--- src/rtl/hub_pkg.sv ---
package hub_pkg;
  localparam int FLIT_W = 32;
  localparam int SYS_W  = 8;
  localparam int RES_W  = 12;
  localparam int NSYS   = 1 << SYS_W;

  localparam logic [1:0] FT_BODY = 2'b00;
  localparam logic [1:0] FT_TAIL = 2'b01;
  localparam logic [1:0] FT_HEAD = 2'b10;
  localparam logic [1:0] FT_CTRL = 2'b11;

  localparam logic [1:0] CK_BEACON = 2'b00;
  localparam logic [1:0] CK_XCHG   = 2'b01;

  function automatic logic [1:0] f_type(input logic [FLIT_W-1:0] f);
    return f[31:30];
  endfunction

  function automatic logic [SYS_W-1:0] f_dst_sys(input logic [FLIT_W-1:0] f);
    return f[29:22];
  endfunction

  function automatic logic [1:0] f_ckind(input logic [FLIT_W-1:0] f);
    return f[29:28];
  endfunction

  function automatic logic [SYS_W-1:0] f_csnd(input logic [FLIT_W-1:0] f);
    return f[27:20];
  endfunction

  function automatic logic [SYS_W-1:0] f_ctgt(input logic [FLIT_W-1:0] f);
    return f[19:12];
  endfunction

  function automatic logic [RES_W-1:0] f_cres(input logic [FLIT_W-1:0] f);
    return f[11:0];
  endfunction

  function automatic logic [FLIT_W-1:0] mk_ctrl(input logic [1:0] kind,
                                                input logic [SYS_W-1:0] snd,
                                                input logic [SYS_W-1:0] tgt,
                                                input logic [RES_W-1:0] res);
    return {FT_CTRL, kind, snd, tgt, res};
  endfunction
endpackage

--- src/rtl/hub_beacon_timer.sv ---
module hub_beacon_timer #(
  parameter int CNT_W      = 16,
  parameter int DEF_PERIOD = 1000
) (
  input  logic             clk,
  input  logic             rst,
  input  logic [CNT_W-1:0] period,
  output logic             tick
);
  logic [CNT_W-1:0] cnt;
  logic [CNT_W-1:0] eff;

  always_comb begin
    eff  = (period == '0) ? CNT_W'(DEF_PERIOD) : period;
    tick = (cnt >= eff - CNT_W'(1));
  end

  always_ff @(posedge clk) begin
    if (rst) cnt <= '0;
    else if (tick) cnt <= '0;
    else cnt <= cnt + CNT_W'(1);
  end

  // once the count wraps, the next edge does not request a beacon unless the period is 1
  a_r3_wrap_restarts: assert property (@(posedge clk) disable iff (rst)
    tick && eff > CNT_W'(1) |=> !tick || $changed(period));
endmodule

--- src/rtl/hub_presence_map.sv ---
module hub_presence_map #(
  parameter int IDW = 8,
  localparam int N  = 1 << IDW
) (
  input  logic           clk,
  input  logic           rst,
  input  logic           set_en,
  input  logic [IDW-1:0] set_id,
  input  logic [IDW-1:0] rd_a,
  output logic           hit_a,
  input  logic [IDW-1:0] rd_b,
  output logic           hit_b
);
  logic [N-1:0] bits;

  assign hit_a = bits[rd_a];
  assign hit_b = bits[rd_b];

  always_ff @(posedge clk) begin
    if (rst) bits <= '0;
    else if (set_en) bits[set_id] <= 1'b1;
  end

  // a system already recorded is never recorded again (no repeated handshake)
  a_r9_only_new_marked: assert property (@(posedge clk) disable iff (rst)
    set_en |-> !bits[set_id]);
endmodule

--- src/rtl/hub_rx_filter.sv ---
module hub_rx_filter
  import hub_pkg::*;
(
  input  logic              clk,
  input  logic              rst,
  input  logic [SYS_W-1:0]  own_id,
  input  logic              rx_valid,
  input  logic [FLIT_W-1:0] rx_flit,
  input  logic              known,
  input  logic              slot_busy,
  output logic [SYS_W-1:0]  lookup_id,
  output logic              set_en,
  output logic [SYS_W-1:0]  set_id,
  output logic              req_en,
  output logic [SYS_W-1:0]  req_id,
  output logic              fwd_valid,
  output logic [FLIT_W-1:0] fwd_flit,
  output logic              err_pulse,
  output logic              learn_valid,
  output logic [SYS_W-1:0]  learn_id,
  output logic [RES_W-1:0]  learn_res
);
  logic [1:0]       ty;
  logic             is_ctrl;
  logic [SYS_W-1:0] snd;
  logic             new_bcn;
  logic             xchg_me;
  logic             fwd_on;

  always_comb begin
    ty        = f_type(rx_flit);
    is_ctrl   = rx_valid && (ty == FT_CTRL);
    snd       = f_csnd(rx_flit);
    lookup_id = is_ctrl ? snd : f_dst_sys(rx_flit);
    new_bcn   = is_ctrl && (f_ckind(rx_flit) == CK_BEACON) && (snd != own_id)
                && !known && !slot_busy;
    xchg_me   = is_ctrl && (f_ckind(rx_flit) == CK_XCHG) && (f_ctgt(rx_flit) == own_id)
                && (snd != own_id);
    set_en    = new_bcn || (xchg_me && !known);
    set_id    = snd;
    req_en    = new_bcn;
    req_id    = snd;
  end

  always_ff @(posedge clk) begin
    if (rst) begin
      fwd_on      <= 1'b0;
      fwd_valid   <= 1'b0;
      fwd_flit    <= '0;
      err_pulse   <= 1'b0;
      learn_valid <= 1'b0;
      learn_id    <= '0;
      learn_res   <= '0;
    end else begin
      fwd_valid   <= 1'b0;
      err_pulse   <= 1'b0;
      learn_valid <= 1'b0;
      if (rx_valid && !is_ctrl) begin
        unique case (ty)
          FT_HEAD: begin
            if (f_dst_sys(rx_flit) == own_id) begin
              fwd_on    <= 1'b1;
              fwd_valid <= 1'b1;
              fwd_flit  <= rx_flit;
            end else begin
              fwd_on    <= 1'b0;
              err_pulse <= !known;
            end
          end
          FT_BODY: begin
            if (fwd_on) begin
              fwd_valid <= 1'b1;
              fwd_flit  <= rx_flit;
            end
          end
          default: begin
            if (fwd_on) begin
              fwd_valid <= 1'b1;
              fwd_flit  <= rx_flit;
            end
            fwd_on <= 1'b0;
          end
        endcase
      end
      if (xchg_me) begin
        learn_valid <= 1'b1;
        learn_id    <= snd;
        learn_res   <= f_cres(rx_flit);
      end
    end
  end

  // a forwarded head always names this system
  a_r5_fwd_head_own: assert property (@(posedge clk) disable iff (rst)
    fwd_valid && (f_type(fwd_flit) == FT_HEAD) |-> f_dst_sys(fwd_flit) == $past(own_id));
  // a head that raises the error was dropped, not forwarded
  a_r7_err_not_fwd: assert property (@(posedge clk) disable iff (rst)
    err_pulse |-> !fwd_valid);
  // no reply is requested while the slot is occupied
  a_r11_slot_free: assert property (@(posedge clk) disable iff (rst)
    req_en |-> !slot_busy);
endmodule

--- src/rtl/hub_tx_arb.sv ---
module hub_tx_arb
  import hub_pkg::*;
(
  input  logic              clk,
  input  logic              rst,
  input  logic [SYS_W-1:0]  own_id,
  input  logic [RES_W-1:0]  own_res,
  input  logic              tx_valid,
  input  logic [FLIT_W-1:0] tx_flit,
  output logic              tx_ready,
  input  logic              beacon_tick,
  input  logic              reply_req,
  input  logic [SYS_W-1:0]  reply_id,
  output logic              reply_busy,
  output logic              air_valid,
  output logic [FLIT_W-1:0] air_flit
);
  logic             in_pkt;
  logic             bcn_pend;
  logic             rep_pend;
  logic [SYS_W-1:0] rep_id;
  logic             acc;

  always_comb begin
    tx_ready   = in_pkt || (!bcn_pend && !rep_pend);
    acc        = tx_valid && tx_ready;
    reply_busy = rep_pend;
  end

  always_ff @(posedge clk) begin
    if (rst) begin
      in_pkt    <= 1'b0;
      bcn_pend  <= 1'b0;
      rep_pend  <= 1'b0;
      rep_id    <= '0;
      air_valid <= 1'b0;
      air_flit  <= '0;
    end else begin
      air_valid <= 1'b0;
      if (acc) begin
        air_valid <= 1'b1;
        air_flit  <= tx_flit;
        if (f_type(tx_flit) == FT_HEAD) in_pkt <= 1'b1;
        else if (f_type(tx_flit) == FT_TAIL) in_pkt <= 1'b0;
      end else if (!in_pkt && bcn_pend) begin
        air_valid <= 1'b1;
        air_flit  <= mk_ctrl(CK_BEACON, own_id, '0, own_res);
        bcn_pend  <= 1'b0;
      end else if (!in_pkt && rep_pend) begin
        air_valid <= 1'b1;
        air_flit  <= mk_ctrl(CK_XCHG, own_id, rep_id, own_res);
        rep_pend  <= 1'b0;
      end
      if (beacon_tick) bcn_pend <= 1'b1;
      if (reply_req) begin
        rep_pend <= 1'b1;
        rep_id   <= reply_id;
      end
    end
  end

  // no control frame leaves while an outgoing packet is open
  a_r4_defer_ctrl: assert property (@(posedge clk) disable iff (rst)
    $past(in_pkt) && air_valid |-> f_type(air_flit) != FT_CTRL);
  // a waiting beacon always goes out ahead of an exchange reply
  a_r4_beacon_first: assert property (@(posedge clk) disable iff (rst)
    air_valid && (f_type(air_flit) == FT_CTRL) && (f_ckind(air_flit) == CK_XCHG)
    |-> !$past(bcn_pend));
endmodule

--- src/rtl/hub_gateway.sv ---
module hub_gateway
  import hub_pkg::*;
#(
  parameter int CNT_W      = 16,
  parameter int DEF_PERIOD = 1000
) (
  input  logic              clk,
  input  logic              rst,
  input  logic [SYS_W-1:0]  own_sys_id,
  input  logic [RES_W-1:0]  own_res,
  input  logic [CNT_W-1:0]  beacon_period,
  input  logic              tx_in_valid,
  input  logic [FLIT_W-1:0] tx_in_flit,
  output logic              tx_in_ready,
  output logic              air_tx_valid,
  output logic [FLIT_W-1:0] air_tx_flit,
  input  logic              air_rx_valid,
  input  logic [FLIT_W-1:0] air_rx_flit,
  output logic              noc_out_valid,
  output logic [FLIT_W-1:0] noc_out_flit,
  output logic              unknown_dst_err,
  output logic              peer_learn_valid,
  output logic [SYS_W-1:0]  peer_learn_id,
  output logic [RES_W-1:0]  peer_learn_res,
  input  logic [SYS_W-1:0]  query_id,
  output logic              query_present
);
  logic             tick;
  logic             set_en, req_en, busy, hit_a, hit_b;
  logic [SYS_W-1:0] set_id, req_id, lookup_id;

  hub_beacon_timer #(.CNT_W(CNT_W), .DEF_PERIOD(DEF_PERIOD)) u_timer (
    .clk(clk), .rst(rst), .period(beacon_period), .tick(tick));

  hub_presence_map #(.IDW(SYS_W)) u_map (
    .clk(clk), .rst(rst), .set_en(set_en), .set_id(set_id),
    .rd_a(lookup_id), .hit_a(hit_a), .rd_b(query_id), .hit_b(hit_b));

  hub_rx_filter u_rx (
    .clk(clk), .rst(rst), .own_id(own_sys_id),
    .rx_valid(air_rx_valid), .rx_flit(air_rx_flit),
    .known(hit_a), .slot_busy(busy), .lookup_id(lookup_id),
    .set_en(set_en), .set_id(set_id), .req_en(req_en), .req_id(req_id),
    .fwd_valid(noc_out_valid), .fwd_flit(noc_out_flit), .err_pulse(unknown_dst_err),
    .learn_valid(peer_learn_valid), .learn_id(peer_learn_id), .learn_res(peer_learn_res));

  hub_tx_arb u_tx (
    .clk(clk), .rst(rst), .own_id(own_sys_id), .own_res(own_res),
    .tx_valid(tx_in_valid), .tx_flit(tx_in_flit), .tx_ready(tx_in_ready),
    .beacon_tick(tick), .reply_req(req_en), .reply_id(req_id), .reply_busy(busy),
    .air_valid(air_tx_valid), .air_flit(air_tx_flit));

  always_ff @(posedge clk) begin
    if (rst) query_present <= 1'b0;
    else query_present <= hit_b;
  end

  // the cycle after reset release shows an idle hub
  a_r1_idle_after_reset: assert property (@(posedge clk)
    $past(rst) |-> !air_tx_valid && !noc_out_valid && !unknown_dst_err && !query_present);
endmodule

--- config.mk ---
export PLATFORM = sky130hd
export DESIGN_NAME = hub_gateway
export DESIGN_NICKNAME = d
export VERILOG_FILES = /design/src/rtl/hub_pkg.sv /design/src/rtl/hub_beacon_timer.sv /design/src/rtl/hub_presence_map.sv /design/src/rtl/hub_rx_filter.sv /design/src/rtl/hub_tx_arb.sv /design/src/rtl/hub_gateway.sv
export SDC_FILE = /design/constraint.sdc
export NUM_CORES = 1
export LEC_CHECK = 0
export BUFFER_PORTS_ARGS = -buffer_cell sky130_fd_sc_hd__buf_2
export CORE_MARGIN = 3
export CORE_UTILIZATION = 38
export DETAILED_ROUTE_END_ITERATION = 7
export GPL_ROUTABILITY_DRIVEN = 1
export PLACE_DENSITY_LB_ADDON = 0.3
export SLEW_MARGIN = 5
export SYNTH_ARGS = -nofsm -noshare
export SYNTH_HDL_FRONTEND = slang
export SYNTH_SLANG_ARGS = --single-unit
export TNS_END_PERCENT = 30
--- constraint.sdc ---
create_clock -name clk -period 4.2 [get_ports clk]
set_input_delay 0 -clock clk [delete_from_list [all_inputs] [get_ports clk]]
set_output_delay 0 -clock clk [all_outputs]
set_load 0.1 [all_outputs]
==> flow_summary.toml, run 1 <==
[status]
outcome = "complete, no violations"

[global_route]
grt_first_pass_wirelength_um = 108000
overflow = 0
grt_max_degree = 171
first_global_vias = 17870
grt_usage = 0.244
antenna_found_initial = 2

[cells_and_area]
multi_input_area_um2 = 11100
filler_cell_count = 4855
regArea_um2 = 7470
drive_gt1_frac = 0.261
mostFrequentLayoutCell = "dfxtp_1"
layout_common_cells = "373 x dfxtp_1, 267 x inv_1, 197 x buf_2"
areaGrowthSynthToFinish_pct = 21.8
nNetsFinal = 2489

[critical_path]
cp.arrival_ns = 4.51
worstPathRequired_ns = 4.68
crit_path_end_kind = "flop"
worst_r2r_path_depth = 11
r2r-end = "u_map.bits[81]"
path_max_fanout = 37
r2r-start = "u_map.bits[163]"
r2r_setup_slack_ns = 0.29
cp-start-kind = "input pin"
worstSetupPathType = "input pin to flop"

[sta]
fin_tns_setup_ns = 0
setup_viol = 0
hold_viol_final = 0
slew_headroom = 0.126
drv_slew = 0
tightest_slew_ns = 1.31
rsz0062_at_grt = "no"
fmax_mhz = 248
post-route-period-util = 0.960
finalClockSkew_ns = 0.0209
period_needed_ns = 4.03

[hold_path]
min_path_type = "input pin to flop"
worstHoldEndpoint = "u_tx.rep_id[0]"
holdPathStages = 4
hold_path.startpoint = "air_rx_flit[20]"

[clock_tree]
cts_root_buffer = "clkbuf_16"
htree_levels = 2
clk_latency_ns = 0.58
clk_pin_slew_ns = 0.06
cts.sinks = 373
ctsResizeCount = 0
hold_buffers = 84
cts_setup_buffers = 0
cts_tree = "done"
cts_made_buffers = 43
clockBufferDepth = 3

[die]
num_rows = 84
core-area_um2 = 52700
dieArea_um2 = 56200
start_util = 0.385
die_x_um = 237
io_pins = 202
die_y_um = 237

[power_and_ir_drop]
power_mw = 8.47
irDropWorstVdd_mv = 0.238
power_density_nw_per_um2 = 342
p_leak_nw = 9.16

[yosys]
synth_seq_cells = 373
postSynthAreaPerCell_um2 = 9.67
async_flop_share = 0
syn-cell-area_um2 = 20300
dominantRegCellSynth = "dfxtp_1"
ys_types = 76
syn-num-nets = 2229
yosysWarnings = 0
synthCells = 2098
synth-edff-count = 0
seq_area_frac_synth = 0.368

[placement]
io_buffers = 201
place_congestion = 0.956
dp_hpwl_um = 49500

[route]
wire_per_inst_um = 22.8
dr_total_vias = 18175
finalWirelength_um = 70400
post-route-drc-count = 0
firstDrtPassIters = 7
antenna_left = 0
drt_iter0_markers = 1899
drt-vias-per-instance = 5.90

[job]
maxCapViolations = 0
cell families (layout without fill, tap and decap cells):
group / after synthesis / in the layout / share of synthesized area
xor+xnor: 46 / 46 / 0.0198
simple gates: 454 / 454 / 0.0992
mux: 268 / 268 / 0.223
buf+inv: 439 / 732 / 0.0901
compound gates: 499 / 499 / 0.188
other cells: 0 / 2 / 0
flops: 373 / 373 / 0.368
fa+ha+maj: 19 / 19 / 0.0117
cells in the mapped netlist (all sizes together) (3+ instances only):
library cell  instances  share of area
a21oi                49          0.012
a2bb2oi               5         0.0022
nand4                13         0.0040
nand2               160          0.030
a221oi                6         0.0026
inv                 268          0.050
and3                  8         0.0025
a31oi                12         0.0037
xor2                 17         0.0073
a311o                 3         0.0015
a211oi               41          0.015
o221ai                4         0.0017
mux2i               117          0.058
dfxtp               373           0.37
mux2                  4         0.0022
o21ai                35         0.0090
ha                   19          0.012
nor2b                 6         0.0018
buf                  71          0.022
nor3                 26         0.0064
nand2b               14         0.0043
nor4                 10         0.0046
o32ai                 5         0.0022
mux4                147           0.16
clkbuf               99          0.018
a31o                  3         0.0013
a22oi                 5         0.0018
a211o                 5         0.0022
o22ai               261           0.11
nor2                177          0.033
a311oi                3         0.0013
a21o                  9         0.0033
or3                   9         0.0028
o2111ai               6         0.0026
a32oi                 5         0.0022
xnor2                29          0.013
or4                   5         0.0018
a41oi                 3         0.0013
o311ai                4         0.0017
o211ai               16         0.0059
nand3                16         0.0046
sequential cells by signal, summed over array words and instances (netlist names), 8 cells and up:
register	cells
u_map.bits	256
u_rx.fwd_flit	32
u_tx.rep_id	8
u_timer.cnt	16
u_rx.learn_id	8
u_tx.air_flit	32
u_rx.learn_res	12
worst max-delay path by stage:
stage / start / end / cells after the start
floorplan: beacon_period[7] / u_timer.cnt[10] / 17
global placement: beacon_period[7] / u_timer.cnt[15] / 17
detailed placement: beacon_period[7] / u_timer.cnt[15] / 17
CTS: air_rx_flit[30] / u_map.bits[54] / 14
global route: air_rx_flit[30] / u_map.bits[81] / 15
finish: air_rx_flit[30] / u_map.bits[81] / 14
through the flow:
| step | area (µm²) | utilization | setup slack (ns) | hold slack, ns | instances |
|---|---|---|---|---|---|
| 2_1_floorplan | 20300 | - | 0.132 | 0.144 | 2098 |
| 3_3_place_gp | 22400 | 0.426 | 0.0769 | 0.249 | 2917 |
| 3_5_place_dp | 22400 | 0.426 | 0.00606 | 0.257 | 2917 |
| 4_1_cts | 24700 | 0.469 | 0.305 | 0.00195 | 3079 |
| 5_1_grt | 24700 | 0.469 | 0.0428 | 0.0559 | 3079 |
| 6_report | 24700 | 0.469 | 0.167 | 0.0620 | 3081 |
worst max-delay path: stages:
cell           delay, ns
dlygate4sd3_1       0.57
buf_2               0.24
and4_4              0.25
a21o_1              0.27
buf_12              0.24
mux4_2              0.51
nand2_1             0.22
o41ai_1             0.17
o31a_1              0.31
nor4_4              0.40
nor2_1              0.14
or4_2               0.71
buf_12              0.22
o22ai_1             0.17
layer usage:
| layer | vias to the layer above | global-route usage | wire length [µm] |
|---|---|---|---|
| met1 | 8931 | 0.323 | 28900 |
| li1 | 8166 | - | - |
| met4 | 2 | 0.0891 | 2480 |
| met3 | 167 | 0.0530 | 6460 |
| met2 | 909 | 0.392 | 32500 |
| met5 | - | 0 | 18 |
report_power, final:
group	leakage (nW)	total (mW)	switching (mW)	internal, mW
Combinational	5.44	1.07	0.705	0.363
Sequential	3.01	3.58	0.0161	3.56
Clock	0.709	3.82	1.55	2.27
Total	9.16	8.47	2.27	6.19
cell type report:
class / count / share of cell area
diodes: 2 / 0.000202
clock buffers: 59 / 0.0489
clock inverters: 19 / 0.00896
inverters: 269 / 0.0409
multi-input cells: 1286 / 0.449
flip-flops and latches: 373 / 0.302
well taps: 688 / 0.0348
repair buffers: 385 / 0.115
Note: power is estimated with default switching activity, not from simulation.
==> inputs of run 2 (changes only) <==
--- a/config.mk
+++ b/config.mk
@@ -10,7 +10,6 @@
 export CORE_UTILIZATION = 38
 export DETAILED_ROUTE_END_ITERATION = 7
 export GPL_ROUTABILITY_DRIVEN = 1
-export PLACE_DENSITY_LB_ADDON = 0.3
 export SLEW_MARGIN = 5
 export SYNTH_ARGS = -nofsm -noshare
 export SYNTH_HDL_FRONTEND = slang
==> constraint.sdc (replaced) <==
create_clock -name clk -period 4.93 [get_ports clk]
set_input_delay 0 -clock clk [delete_from_list [all_inputs] [get_ports clk]]
set_output_delay 0 -clock clk [all_outputs]
set_load 0.1 [all_outputs]
==> run 2 against run 1 <==
Routed wire length grew 0.97%. Largest power group unchanged. First-iteration DRC count shrank 2.5%. Non-clock buffer count shrank 33. Worst setup slack gained 0.39 ns. Combinational power shrank 19%. Highest routed layer unchanged.
==> flow_summary.toml, run 2 (same netlist as run 1, synthesis figures left out) <==
[sta]
fin_tns_setup_ns = 0
tightest_slew_ns = 1.42
period_needed_ns = 4.37
drv_slew = 0
fmax_mhz = 229
setup_viol = 0
hold_viol_final = 0
post-route-period-util = 0.886
rsz0062_at_grt = "no"
finalClockSkew_ns = 0.0369
slew_headroom = 0.0438

[route]
drt_iter0_markers = 1851
dr_total_vias = 18079
finalWirelength_um = 71100
antenna_left = 0
firstDrtPassIters = 6
drt-vias-per-instance = 5.94
wire_per_inst_um = 23.4
post-route-drc-count = 0

[cells_and_area]
layout_common_cells = "373 x dfxtp_1, 267 x inv_1, 197 x buf_2"
multi_input_area_um2 = 11100
largest_reg_flops = 256
filler_cell_count = 4856
nNetsFinal = 2455
drive_gt1_frac = 0.249
stdcell_area_um2 = 24300
regArea_um2 = 7470
mostFrequentLayoutCell = "dfxtp_1"
areaGrowthSynthToFinish_pct = 19.9
regMostFlops = "u_map.bits"
reg.largest.list = "u_map.bits x256, u_rx.fwd_flit x32, u_tx.air_flit x32"
finalNonFillerCells = 3042

[status]
outcome = "complete, no violations"

[clock_tree]
cts_setup_buffers = 0
clk_latency_ns = 0.59
cts.sinks = 373
cts_root_buffer = "clkbuf_16"
clockBufferDepth = 3
htree_levels = 2
cts_tree = "done"
clk_pin_slew_ns = 0.06
cts_made_buffers = 42

[power_and_ir_drop]
p_switching_mw = 1.90
seqPwrFrac = 0.426
pwr-share-clk = 0.452
p_leak_nw = 8.94
p_sw_frac = 0.266
power_density_nw_per_um2 = 294
irDropWorstVdd_mv = 0.209
power_frac_comb = 0.122
p_int_mw = 5.25

[global_route]
grt_max_degree = 179
antenna_found_initial = 4
grt_usage = 0.246
grt_first_pass_wirelength_um = 108000
overflow = 0
first_global_vias = 17699

[hold_path]
min_path_type = "input pin to flop"

[critical_path]
cp-start-kind = "input pin"
crit_path_end_kind = "flop"
worstPathRequired_ns = 5.40
path_max_fanout = 64
worstSetupPathType = "input pin to flop"
cp.arrival_ns = 4.84

[die]
die_x_um = 237
num_rows = 84
die_y_um = 237
start_util = 0.385
io_pins = 202
dieArea_um2 = 56200
core-area_um2 = 52700

[placement]
placed_cell_area_um2 = 22000
place_congestion = 1.05
io_buffers = 201
dp_hpwl_um = 49700
dp_cells = 2881

[job]
maxCapViolations = 0
[run 2: area by class of cell]
type / instances / area share
timing repair buffer: 352 / 0.102
tap: 688 / 0.0354
inverter: 269 / 0.0415
sequential: 373 / 0.307
multi-input combinational: 1286 / 0.455
antenna: 3 / 0.000309
clock buffer: 60 / 0.0518
clock inverter: 11 / 0.00638
[run 2: path summary, 6_finish.rpt]
path	start	endpoint	slack, ns	depth (start not counted)
worst max-delay path	air_rx_flit[30]	u_map.bits[55]	0.56	13
worst min-delay path	air_rx_flit[21]	u_tx.rep_id[1]	0.09	4
worst max register to register	u_map.bits[159]	u_map.bits[55]	0.89	11
worst min register to register	u_rx.fwd_flit[30]	u_rx.fwd_flit[30]	0.46	2
[run 2: power groups by stage]
stage | registers [mW] | logic [mW] | clock network, mW
CTS | 3.05 | 0.858 | 3.30
floorplan | 3.25 | 0.403 | 0
finish | 3.05 | 0.872 | 3.23
global route | 3.05 | 0.914 | 3.41
detailed placement | 3.12 | 0.801 | 0
global placement | 3.12 | 0.795 | 0
[run 2: metal layers]
metal	up-vias	GRT usage	part of all wire
li1	8084	-	-
met1	8844	0.327	0.41
met2	969	0.387	0.45
met3	180	0.0620	0.099
met4	2	0.0935	0.038
met5	-	0	0.00018
[run 2: worst max-delay path: stages]
cell           delay, ns
dlygate4sd3_1       0.60
buf_2               0.25
nand4_1             0.38
a21boi_0            0.62
buf_4               0.30
o211ai_1            0.12
a32oi_1             0.41
o32ai_1             0.18
nor4_4              0.65
nor2_1              0.14
or4_2               0.67
buf_12              0.26
o22ai_1             0.19
[run 2: repair_timing]
action,CTS,global route
gates resized for setup,0,0
hold buffers,87,0
endpoints found under the hold margin,86,0
[run 2: per-stage QoR]
step	setup WS, ns	power [mW]	util	hold slack (ns)
after global routing	0.491	7.37	0.462	0.0920
after detailed placement	0.539	3.92	0.418	0.251
after floorplan	0.421	3.65	-	0.144
final	0.562	7.15	0.462	0.0888
after global placement	0.534	3.91	0.418	0.248
after CTS	0.681	7.20	0.462	0.0429
==> inputs of run 3 (changes only) <==
--- a/config.mk
+++ b/config.mk
@@ -6,6 +6,7 @@
 export NUM_CORES = 1
 export LEC_CHECK = 0
 export BUFFER_PORTS_ARGS = -buffer_cell sky130_fd_sc_hd__buf_2
+export CORE_ASPECT_RATIO = 1.4
 export CORE_MARGIN = 3
 export CORE_UTILIZATION = 38
 export DETAILED_ROUTE_END_ITERATION = 7
==> constraint.sdc (replaced) <==
create_clock -name clk -period 4.93 [get_ports clk]
set_input_delay 0.7395 -clock clk [delete_from_list [all_inputs] [get_ports clk]]
set_output_delay 0.7395 -clock clk [all_outputs]
set_load 0.1 [all_outputs]
==> run 3 against run 2 <==
Flip-flop and latch count stayed put. Combinational power is 3.8% lower. Non-clock buffer count is 72 lower. Clock-buffer cell count is 5 lower. Routed wire length is 3.6% lower. Cell count is 2.0% lower. Clock skew is 0.011 ns lower. Power is 3.9% lower. Fmax is 1.2% higher. Critical path depth is 4 higher. Clock power is 7.7% lower. First-iteration DRC count is 14% lower. Critical path type unchanged.
==> flow_summary.toml, run 3 (same netlist as run 1, synthesis figures left out) <==
[status]
outcome = "complete, no violations"

[power_and_ir_drop]
irDropWorstVdd_mv = 0.196
p_leak_nw = 8.56
power_density_nw_per_um2 = 292

[clock_tree]
hold_buffers = 0
clockBufferDepth = 3
cts_root_buffer = "clkbuf_16"
cts.sinks = 373
ctsResizeCount = 0
cts_setup_buffers = 0
htree_levels = 2
cts_tree = "done"
cts_made_buffers = 39
clk_latency_ns = 0.56
clk_pin_slew_ns = 0.06

[die]
start_util = 0.386
die_x_um = 201
num_rows = 99
die_y_um = 279
io_pins = 202
dieArea_um2 = 56300
core-area_um2 = 52500

[global_route]
first_global_vias = 17454
grt_first_pass_wirelength_um = 104000
antenna_found_initial = 4
grt_usage = 0.234
grt_max_degree = 127
overflow = 0

[sta]
fmax_mhz = 232
setup_viol = 0
fin_tns_setup_ns = 0
post-route-period-util = 0.876
tightest_slew_ns = 1.30
finalClockSkew_ns = 0.0255
holdWs_ns = 0.438
slew_headroom = 0.128
period_needed_ns = 4.32
hold_viol_final = 0
drv_slew = 0
rsz0062_at_grt = "no"

[critical_path]
path_max_fanout = 16
cp-start-kind = "input pin"
worstSetupPathType = "input pin to flop"
cp.arrival_ns = 4.78
crit_path_end_kind = "flop"
worstPathCellList = "buf_2, or4_1, or3_1, or3_1, nor4_4, nand2b_1, ha_1, nand2b_1, a21o_1, a21o_1, a21o_1, a21o_1, a21o_1, a21o_1, a211o_1, a211o_1, a21oi_1"
cpPeakStageDelay_ns = 0.53
critPathLaunch = "beacon_period[7]"
cp_common_cell = "a21o_1"
worstPathRequired_ns = 5.40
r2r-start = "u_map.bits[163]"
crit_slowest_cell = "or4_1"

[placement]
dp_cells = 2915
placed_cell_area_um2 = 22300
place_congestion = 0.935
io_buffers = 201
dp_hpwl_um = 48800

[hold_path]
min_path_type = "input pin to flop"
hold_path.startpoint = "air_rx_flit[5]"

[route]
finalWirelength_um = 68500
firstDrtPassIters = 6
wire_per_inst_um = 23.0
post-route-drc-count = 0
drt-vias-per-instance = 5.88
dr_total_vias = 17540
drt_iter0_markers = 1585
antenna_left = 0

[cells_and_area]
layout_common_cells = "373 x dfxtp_1, 267 x inv_1, 197 x buf_2"
areaGrowthSynthToFinish_pct = 16.0
nNetsFinal = 2380
fin_util = 0.448
reg.largest.list = "u_map.bits x256, u_rx.fwd_flit x32, u_tx.air_flit x32"
drive_gt1_frac = 0.260
stdcell_area_um2 = 23600
largest_reg_flops = 256
regMostFlops = "u_map.bits"
finalNonFillerCells = 2981
mostFrequentLayoutCell = "dfxtp_1"

[job]
maxCapViolations = 0
run 3: cell type report:
type	instances	area, µm²
clock inverters	9	135
repair buffers	280	1830
multi-input cells	1286	11100
clock buffers	55	1130
diodes	2	5.00
flip-flops and latches	373	7470
well taps	707	885
inverters	269	1010
fillers	5044	29000
run 3: metrics by stage:
step	total power, mW	setup WS [ns]
floorplan	3.65	0.123
global placement	3.94	0.0656
detailed placement	3.94	0.0582
CTS	6.90	0.597
global route	7.07	0.359
finish	6.87	0.614
run 3: path summary, 6_finish.rpt:
path	end	slack (ns)	cells after the start
worst max-delay path	u_timer.cnt[15]	0.61	17
worst max register to register	u_map.bits[80]	1.10	12
worst min-delay path	u_rx.fwd_flit[5]	0.44	3
worst min register to register	u_tx.air_flit[13]	0.46	2
run 3: power by group:
group          leakage (nW)  switching (mW)  internal, mW
Sequential             3.01          0.0140          3.04
Clock                 0.622            1.24          1.74
Combinational          4.93           0.584         0.256
Total                  8.56            1.84          5.04
run 3: critical path, delay by kind of cell:
kind	cells	cell delay, ns
and+or+nand+nor	6	1.75
adders and majority gates	1	0.21
AOI/OAI and AO/OA	9	1.95
buffers and inverters	1	0.12
run 3: layer usage:
| layer | wire, µm | global-route usage | up-vias |
|---|---|---|---|
| li1 | - | - | 7927 |
| met1 | 25600 | 0.269 | 8541 |
| met2 | 33300 | 0.408 | 836 |
| met3 | 5190 | 0.0445 | 232 |
| met4 | 4370 | 0.134 | 4 |
| met5 | 29 | 0 | - |
